[config.mk]
export PLATFORM = sky130hd
export DESIGN_NAME = tristate_pwm_gate
export DESIGN_NICKNAME = d
export VERILOG_FILES = /design/src/rtl/tsp_pkg.sv /design/src/rtl/tsp_level_qual.sv /design/src/rtl/tsp_cmd_shaper.sv /design/src/rtl/tsp_bbm_seq.sv /design/src/rtl/tristate_pwm_gate.sv
export SDC_FILE = /design/constraint.sdc
export NUM_CORES = 1
export LEC_CHECK = 0
export BUFFER_PORTS_ARGS = -buffer_cell sky130_fd_sc_hd__buf_2
export CORE_ASPECT_RATIO = 1.25
export CORE_MARGIN = 1.5
export CORE_UTILIZATION = 50
export CTS_BUF_LIST = sky130_fd_sc_hd__clkbuf_8
export DETAILED_ROUTE_END_ITERATION = 8
export PLACE_DENSITY = 0.65
export SLEW_MARGIN = 20
export SYNTH_ARGS = -nofsm -noshare
export SYNTH_HDL_FRONTEND = slang
export SYNTH_SLANG_ARGS = --single-unit
[constraint.sdc]
create_clock -name clk -period 1.03 [get_ports clk]
set_clock_uncertainty 0.05 [all_clocks]
set_input_delay 0.103 -clock clk [delete_from_list [all_inputs] [get_ports clk]]
set_output_delay 0.103 -clock clk [all_outputs]
set_load 0.1 [all_outputs]
[src/rtl/tsp_pkg.sv]
package tsp_pkg;

  // Decoded command level; the middle code also means "both gates released"
  typedef enum logic [1:0] {
    LVL_LO  = 2'b00,
    LVL_HI  = 2'b01,
    LVL_MID = 2'b10
  } lvl_e;

  // Break-before-make sequencer states
  typedef enum logic [2:0] {
    SQ_OFF   = 3'd0,
    SQ_DT    = 3'd1,
    SQ_HS    = 3'd2,
    SQ_DISCH = 3'd3,
    SQ_SEC   = 3'd4,
    SQ_LS    = 3'd5
  } seq_e;

  function automatic lvl_e decode_lvl(input logic [1:0] code);
    lvl_e r;
    case (code)
      2'b00:   r = LVL_LO;
      2'b01:   r = LVL_HI;
      default: r = LVL_MID;
    endcase
    return r;
  endfunction

endpackage

[src/rtl/tsp_level_qual.sv]
module tsp_level_qual
  import tsp_pkg::*;
#(
  parameter int unsigned DET_CYC = 2
) (
  input  logic       clk,
  input  logic       rst_n,
  input  logic       clr_i,
  input  logic [1:0] code_i,
  output lvl_e       lvl_o
);

  localparam int unsigned RW = $clog2(DET_CYC + 1);
  localparam logic [RW-1:0] RUN_MAX = RW'(DET_CYC);
  localparam logic [RW-1:0] RUN_ONE = RW'(1);

  lvl_e          last_q, last_d;
  lvl_e          lvl_q, lvl_d;
  lvl_e          dec;
  logic [RW-1:0] run_q, run_d;

  // next state: count identical consecutive samples, accept at the threshold
  always_comb begin
    dec    = decode_lvl(code_i);
    last_d = dec;
    if (dec == last_q) begin
      run_d = (run_q == RUN_MAX) ? run_q : run_q + RUN_ONE;
    end else begin
      run_d = RUN_ONE;
    end
    lvl_d = (run_d >= RUN_MAX) ? dec : lvl_q;
    if (clr_i) begin
      last_d = LVL_MID;
      run_d  = '0;
      lvl_d  = LVL_MID;
    end
  end

  always_ff @(posedge clk or negedge rst_n) begin
    if (!rst_n) begin
      last_q <= LVL_MID;
      run_q  <= '0;
      lvl_q  <= LVL_MID;
    end else begin
      last_q <= last_d;
      run_q  <= run_d;
      lvl_q  <= lvl_d;
    end
  end

  assign lvl_o = lvl_q;

endmodule

[src/rtl/tsp_cmd_shaper.sv]
module tsp_cmd_shaper
  import tsp_pkg::*;
#(
  parameter int unsigned MIN_CYC   = 3,
  parameter int unsigned TS_LO_CYC = 4,
  parameter int unsigned TS_HI_CYC = 6
) (
  input  logic clk,
  input  logic rst_n,
  input  logic clr_i,
  input  lvl_e lvl_i,
  output lvl_e cmd_o
);

  localparam int unsigned TS_MAX = (TS_LO_CYC > TS_HI_CYC) ? TS_LO_CYC : TS_HI_CYC;
  localparam int unsigned AW     = $clog2(MIN_CYC + 1);
  localparam int unsigned MW     = $clog2(TS_MAX + 1);
  localparam logic [AW-1:0] AGE_MAX = AW'(MIN_CYC);
  localparam logic [AW-1:0] AGE_ONE = AW'(1);
  localparam logic [MW-1:0] MID_MAX = MW'(TS_MAX);
  localparam logic [MW-1:0] MID_ONE = MW'(1);
  localparam logic [MW-1:0] LIM_LO  = MW'(TS_LO_CYC);
  localparam logic [MW-1:0] LIM_HI  = MW'(TS_HI_CYC);

  lvl_e          cmd_q, cmd_d;
  logic [AW-1:0] age_q, age_d, age_inc;
  logic [MW-1:0] mid_q, mid_d, mid_lim;
  logic          aged;

  // minimum-width gate: trivially met when the minimum is a single cycle
  generate
    if (MIN_CYC <= 1) begin : g_no_min
      assign aged = 1'b1;
    end else begin : g_min
      assign aged = (age_q >= AGE_MAX);
    end
  endgenerate

  always_comb begin
    age_inc = (age_q == AGE_MAX) ? age_q : age_q + AGE_ONE;
    if (lvl_i == LVL_MID) begin
      mid_d = (mid_q == MID_MAX) ? mid_q : mid_q + MID_ONE;
    end else begin
      mid_d = '0;
    end
    mid_lim = (cmd_q == LVL_LO) ? LIM_LO : LIM_HI;
    cmd_d   = cmd_q;
    age_d   = age_inc;
    if (lvl_i != LVL_MID) begin
      if ((lvl_i != cmd_q) && ((cmd_q == LVL_MID) || aged)) begin
        cmd_d = lvl_i;
        age_d = AGE_ONE;
      end
    end else if ((cmd_q != LVL_MID) && (mid_d >= mid_lim) && aged) begin
      cmd_d = LVL_MID;
      age_d = AGE_ONE;
    end
    if (clr_i) begin
      cmd_d = LVL_MID;
      age_d = '0;
      mid_d = '0;
    end
  end

  always_ff @(posedge clk or negedge rst_n) begin
    if (!rst_n) begin
      cmd_q <= LVL_MID;
      age_q <= '0;
      mid_q <= '0;
    end else begin
      cmd_q <= cmd_d;
      age_q <= age_d;
      mid_q <= mid_d;
    end
  end

  assign cmd_o = cmd_q;

endmodule

[src/rtl/tsp_bbm_seq.sv]
module tsp_bbm_seq
  import tsp_pkg::*;
#(
  parameter int unsigned SEC_CYC = 2,
  parameter int unsigned DT_CYC  = 2
) (
  input  logic clk,
  input  logic rst_n,
  input  logic clr_i,
  input  lvl_e cmd_i,
  input  logic ls_off_n_i,
  input  logic hs_dis_i,
  output logic gh_o,
  output logic gl_o
);

  localparam int unsigned CMAX = (SEC_CYC > DT_CYC) ? SEC_CYC : DT_CYC;
  localparam int unsigned CW   = $clog2(CMAX + 1);
  localparam logic [CW-1:0] SEC_LAST = CW'(SEC_CYC - 1);
  localparam logic [CW-1:0] DT_LAST  = CW'(DT_CYC - 1);
  localparam logic [CW-1:0] CNT_ONE  = CW'(1);

  seq_e          st_q, st_d;
  logic [CW-1:0] cnt_q, cnt_d;
  logic          want_gh, want_gl;
  logic          gh_q, gl_q;

  always_comb begin
    want_gh = (cmd_i == LVL_HI);
    want_gl = (cmd_i == LVL_LO) && ls_off_n_i;
    st_d    = st_q;
    cnt_d   = cnt_q;
    case (st_q)
      SQ_OFF: begin
        if (want_gh) begin
          st_d  = SQ_DT;
          cnt_d = '0;
        end else if (want_gl) begin
          st_d = SQ_DISCH;
        end
      end
      SQ_HS: begin
        if (!want_gh) st_d = SQ_DISCH;
      end
      SQ_DISCH: begin
        if (want_gl) begin
          if (hs_dis_i) begin
            st_d  = SQ_SEC;
            cnt_d = '0;
          end
        end else if (want_gh) begin
          st_d  = SQ_DT;
          cnt_d = '0;
        end else begin
          st_d = SQ_OFF;
        end
      end
      SQ_SEC: begin
        if (want_gl) begin
          if (cnt_q == SEC_LAST) st_d = SQ_LS;
          else                   cnt_d = cnt_q + CNT_ONE;
        end else if (want_gh) begin
          st_d  = SQ_DT;
          cnt_d = '0;
        end else begin
          st_d = SQ_OFF;
        end
      end
      SQ_LS: begin
        if (!want_gl) begin
          st_d  = SQ_DT;
          cnt_d = '0;
        end
      end
      SQ_DT: begin
        if (want_gh) begin
          if (cnt_q == DT_LAST) st_d = SQ_HS;
          else                  cnt_d = cnt_q + CNT_ONE;
        end else if (want_gl) begin
          st_d = SQ_DISCH;
        end else begin
          st_d = SQ_OFF;
        end
      end
      default: begin
        st_d  = SQ_OFF;
        cnt_d = '0;
      end
    endcase
    if (clr_i) begin
      st_d  = SQ_OFF;
      cnt_d = '0;
    end
  end

  // gate flops load from the next state so the outputs are glitch free
  always_ff @(posedge clk or negedge rst_n) begin
    if (!rst_n) begin
      st_q  <= SQ_OFF;
      cnt_q <= '0;
      gh_q  <= 1'b0;
      gl_q  <= 1'b0;
    end else begin
      st_q  <= st_d;
      cnt_q <= cnt_d;
      gh_q  <= (st_d == SQ_HS);
      gl_q  <= (st_d == SQ_LS);
    end
  end

  assign gh_o = gh_q;
  assign gl_o = gl_q;

endmodule

[src/rtl/tristate_pwm_gate.sv]
module tristate_pwm_gate
  import tsp_pkg::*;
#(
  parameter int unsigned DET_CYC   = 2,
  parameter int unsigned MIN_CYC   = 3,
  parameter int unsigned TS_LO_CYC = 4,
  parameter int unsigned TS_HI_CYC = 6,
  parameter int unsigned SEC_CYC   = 2,
  parameter int unsigned DT_CYC    = 2
) (
  input  logic       clk,
  input  logic       rst_n,
  input  logic       en,
  input  logic [1:0] pwm_lvl,
  input  logic       ls_off_n,
  input  logic       hs_dis,
  output logic       gh,
  output logic       gl,
  output logic       tri_st
);

  localparam int unsigned SYNC_W = 2;

  logic [SYNC_W-1:0] rst_pipe;
  logic              rst_int_n;
  logic              clr;
  lvl_e              lvl_w;
  lvl_e              cmd_w;

  // asynchronous assertion, synchronous release
  always_ff @(posedge clk or negedge rst_n) begin
    if (!rst_n) rst_pipe <= '0;
    else        rst_pipe <= {rst_pipe[SYNC_W-2:0], 1'b1};
  end
  assign rst_int_n = rst_pipe[SYNC_W-1];
  assign clr       = ~en;

  tsp_level_qual #(
    .DET_CYC (DET_CYC)
  ) u_qual (
    .clk    (clk),
    .rst_n  (rst_int_n),
    .clr_i  (clr),
    .code_i (pwm_lvl),
    .lvl_o  (lvl_w)
  );

  tsp_cmd_shaper #(
    .MIN_CYC   (MIN_CYC),
    .TS_LO_CYC (TS_LO_CYC),
    .TS_HI_CYC (TS_HI_CYC)
  ) u_shape (
    .clk   (clk),
    .rst_n (rst_int_n),
    .clr_i (clr),
    .lvl_i (lvl_w),
    .cmd_o (cmd_w)
  );

  tsp_bbm_seq #(
    .SEC_CYC (SEC_CYC),
    .DT_CYC  (DT_CYC)
  ) u_seq (
    .clk        (clk),
    .rst_n      (rst_int_n),
    .clr_i      (clr),
    .cmd_i      (cmd_w),
    .ls_off_n_i (ls_off_n),
    .hs_dis_i   (hs_dis),
    .gh_o       (gh),
    .gl_o       (gl)
  );

  assign tri_st = (cmd_w == LVL_MID);

endmodule

==> out/metrics.yaml <==
status: "complete, but fails checks"
violations: "negative setup slack"
seq_power_share: 0.407
cp.buffers_inverters: 2
ys.flop_type: "dfrtp_1"
ys_top_cells_by_area: "dfrtp_1 (36%), dfstp_2 (6.0%), nor2_1 (4.8%)"
clock_sink_count: 22
ys_seq_area_frac: 0.419
avgSynthCellArea_sq_um: 9.52
ant_nets: 0
slowest_delay_ps: 390
crit_end: "u_shape.cmd_o[0]$_DFFE_PN0P_"
crit_arrival_ps: 1870
r2r_start: "u_shape.mid_q[0]$_DFF_PN0_"
path_cells: "inv_2, ha_4, or2_4, ha_4, inv_4, o21ai_4, a31oi_4, mux2i_1"
cp.required_ps: 1130
yosysUniqueCellTypes: 49
dp.cells: 212
synth_edf_count: 0
wl_per_cell_um: 16.1
switching_share: 0.252
crit_family: "adder cells"
dieHeight_um: 60.5
vias: 1273
drc: 0
grt_pass1_vias: 1328
clock_latency_ps: 260
start_kind: "register"
area_growth_pct: 57.9
end_kind: "register"
core.rowCount: 20
clk_pin_slew_ps: 80
hold_ws_ps: 74.3
switching_power_w: 0.000580
cp-startpoint: "u_shape.mid_q[0]$_DFF_PN0_"
hold_class: "in -> reg"
yosys-top-cells-count: "dfrtp_1 (19), nor2_1 (17), inv_1 (12)"
syn-cell-area_sq_um: 1320
hold_violations: 0
grt_antenna_before_repair: 0
antennaDiodeCount: 0
drt_first_pass_iters: 4
synth_top_area_cell: "dfrtp_1"
drt-total-wl_mm: 3.66
powerDensity_nw_per_um2: 1100
power.leakage_nw: 0.991
clkPwrFrac: 0.348
crit_type: "reg -> reg"
setup_viol: 19
drive_gt1_frac: 0.562
clock_path_buffers: 2
gp_congestion: 0.847
cts_made_buffers: 3
final_cells: 227
max_cap_viol_count: 0
rrSetupSlack_ps: -750
rsz0062_at_grt: "true"
yosysWarnings: 0
timing.fmax_mhz: 563
yosys.cell_count.top_type: "dfrtp_1"
r2r-end: "u_shape.cmd_o[0]$_DFFE_PN0P_"
r2r.worst_path.cells: 8
syn-num-nets: 150
worst_path_most_repeated_cell: "ha_4"
die_area_sq_um: 2970
critPathSlowestCell: "dfrtp_1"
period_share: 1.72
drv_slew: 0
track_usage: 0.251
ir_drop_mv: 1.41
cts_tree: "built"
initial_core_util: 0.534
ys_ff_latch: 22
tns_ps: -8670
synth_top_area_frac: 0.359
total_power_w: 0.00230
layout_setup_ws_ps: -745
comb_power_share: 0.244
post-place-ws_ps: -853
htreeDepth: 1
synthArstFlopShare: 1.00
grt_max_degree: 21
via_per_inst: 5.61
die_w_um: 49.0
nets: 206
p_int_w: 0.00172
path_max_fanout: 3
drt-initial-drc-count: 45
cp.depth: 8
cts-root-buf: "clkbuf_8"
grt_first_pass_wirelength_mm: 5.69
synthCells: 139
io_buffers: 9
core_area_sq_um: 2480
hpwl_mm: 2.36
gr-total-overflow: 0
period_needed_ps: 1780
io-pin-count: 10
cells by family after synthesis:
logic type,share of synthesized area
compound gates,0.198
xor+xnor,0.0132
fa+ha+maj,0.0378
buf+inv,0.0860
flops,0.419
mux,0.0302
other cells,0.00283
simple gates,0.213
registers in the layout (all words and copies together), names as in the netlist:
signal	cells
u_seq.gh_o	1
u_shape.cmd_o	2
u_qual.lvl_o	2
u_qual.last_q	2
u_shape.mid_q	3
u_shape.age_q	2
u_seq.st_q	3
u_qual.run_q	2
u_seq.gl_o	1
u_seq.cnt_q	2
rst_pipe	2
routing by layer:
metal / global-route usage / vias to the layer above / routed length (um)
li1: - / 597 / -
met1: 0.266 / 618 / 1520
met2: 0.489 / 48 / 1930
met3: 0.0296 / 10 / 136
met4: 0.143 / 0 / 74
met5: 0 / - / 0
through the flow:
stage               utilization  instance area, sq um
floorplan                     -                  1410
global placement          0.704                  1740
detailed placement        0.704                  1740
CTS                       0.818                  2030
global route              0.844                  2090
finish                    0.844                  2090
power groups by stage:
stage / sequential [W] / clock (W) / combinational [W]
after floorplan: 0.000960 / 0 / 0.000210
after global placement: 0.000945 / 0 / 0.000362
after detailed placement: 0.000948 / 0 / 0.000380
after CTS: 0.000936 / 0.000812 / 0.000468
after global routing: 0.000942 / 0.000850 / 0.000598
final: 0.000937 / 0.000801 / 0.000561
cell usage in the layout (no fill, tap or decap), types with 3 or more instances in the layout:
| master | netlist | layout |
|---|---|---|
| buf_4 | 1 | 40 |
| dfrtp_1 | 19 | 16 |
| nor2_1 | 17 | 10 |
| inv_1 | 12 | 9 |
| nand2_1 | 9 | 8 |
| buf_6 | 1 | 7 |
| buf_2 | 1 | 6 |
| nor2_2 | 0 | 5 |
| nand2b_4 | 1 | 4 |
| mux2i_1 | 4 | 4 |
| nor2b_4 | 0 | 3 |
| nand2b_1 | 6 | 3 |
| a21oi_1 | 4 | 3 |
| nor3_1 | 3 | 3 |
| o21ai_0 | 5 | 3 |
| nand3_1 | 4 | 3 |
| clkbuf_8 | 3 | 3 |
| buf_12 | 0 | 3 |
| dfstp_2 | 3 | 3 |
| dfrtp_2 | 0 | 3 |
area by class of cell:
cell class	instances	area, sq um
timing repair buffer	58	483
sequential	22	558
inverter	12	47.5
multi-input combinational	98	890
tap	33	41.3
clock inverter	1	30.0
clock buffer	3	41.3
fill	138	387
worst min path at each step:
| stage | start | slack, ps | endpoint | depth (start not counted) |
|---|---|---|---|---|
| 3_5_place_dp | rst_n | -160 | rst_pipe[1]$_DFF_PN0_ | 1 |
| 6_report | pwm_lvl[0] | 70 | u_qual.last_q[0]$_DFF_PN0_ | 3 |
| 2_1_floorplan | rst_n | -240 | rst_pipe[0]$_DFF_PN0_ | 0 |
| 4_1_cts | pwm_lvl[0] | 60 | u_qual.last_q[0]$_DFF_PN0_ | 3 |
| 5_1_grt | pwm_lvl[0] | 90 | u_qual.last_q[0]$_DFF_PN0_ | 3 |
| 3_3_place_gp | rst_n | -160 | rst_pipe[0]$_DFF_PN0_ | 1 |
worst min-delay path: cells and delay by family:
family | cells | cell delay (ps)
buffers and inverters | 2 | 200
AND/OR/NAND/NOR | 1 | 50
repair_timing:
action | 4_1_cts | 5_1_grt
resized for setup | 35 | 9
buffers inserted | 6 | 4
hold endpoints to repair | 2 | 0
setup endpoints to repair | 19 | 19
hold buffers | 1 | 0
pin swaps | 15 | 7
No activity file was read; power rests on OpenSTA's default activity.
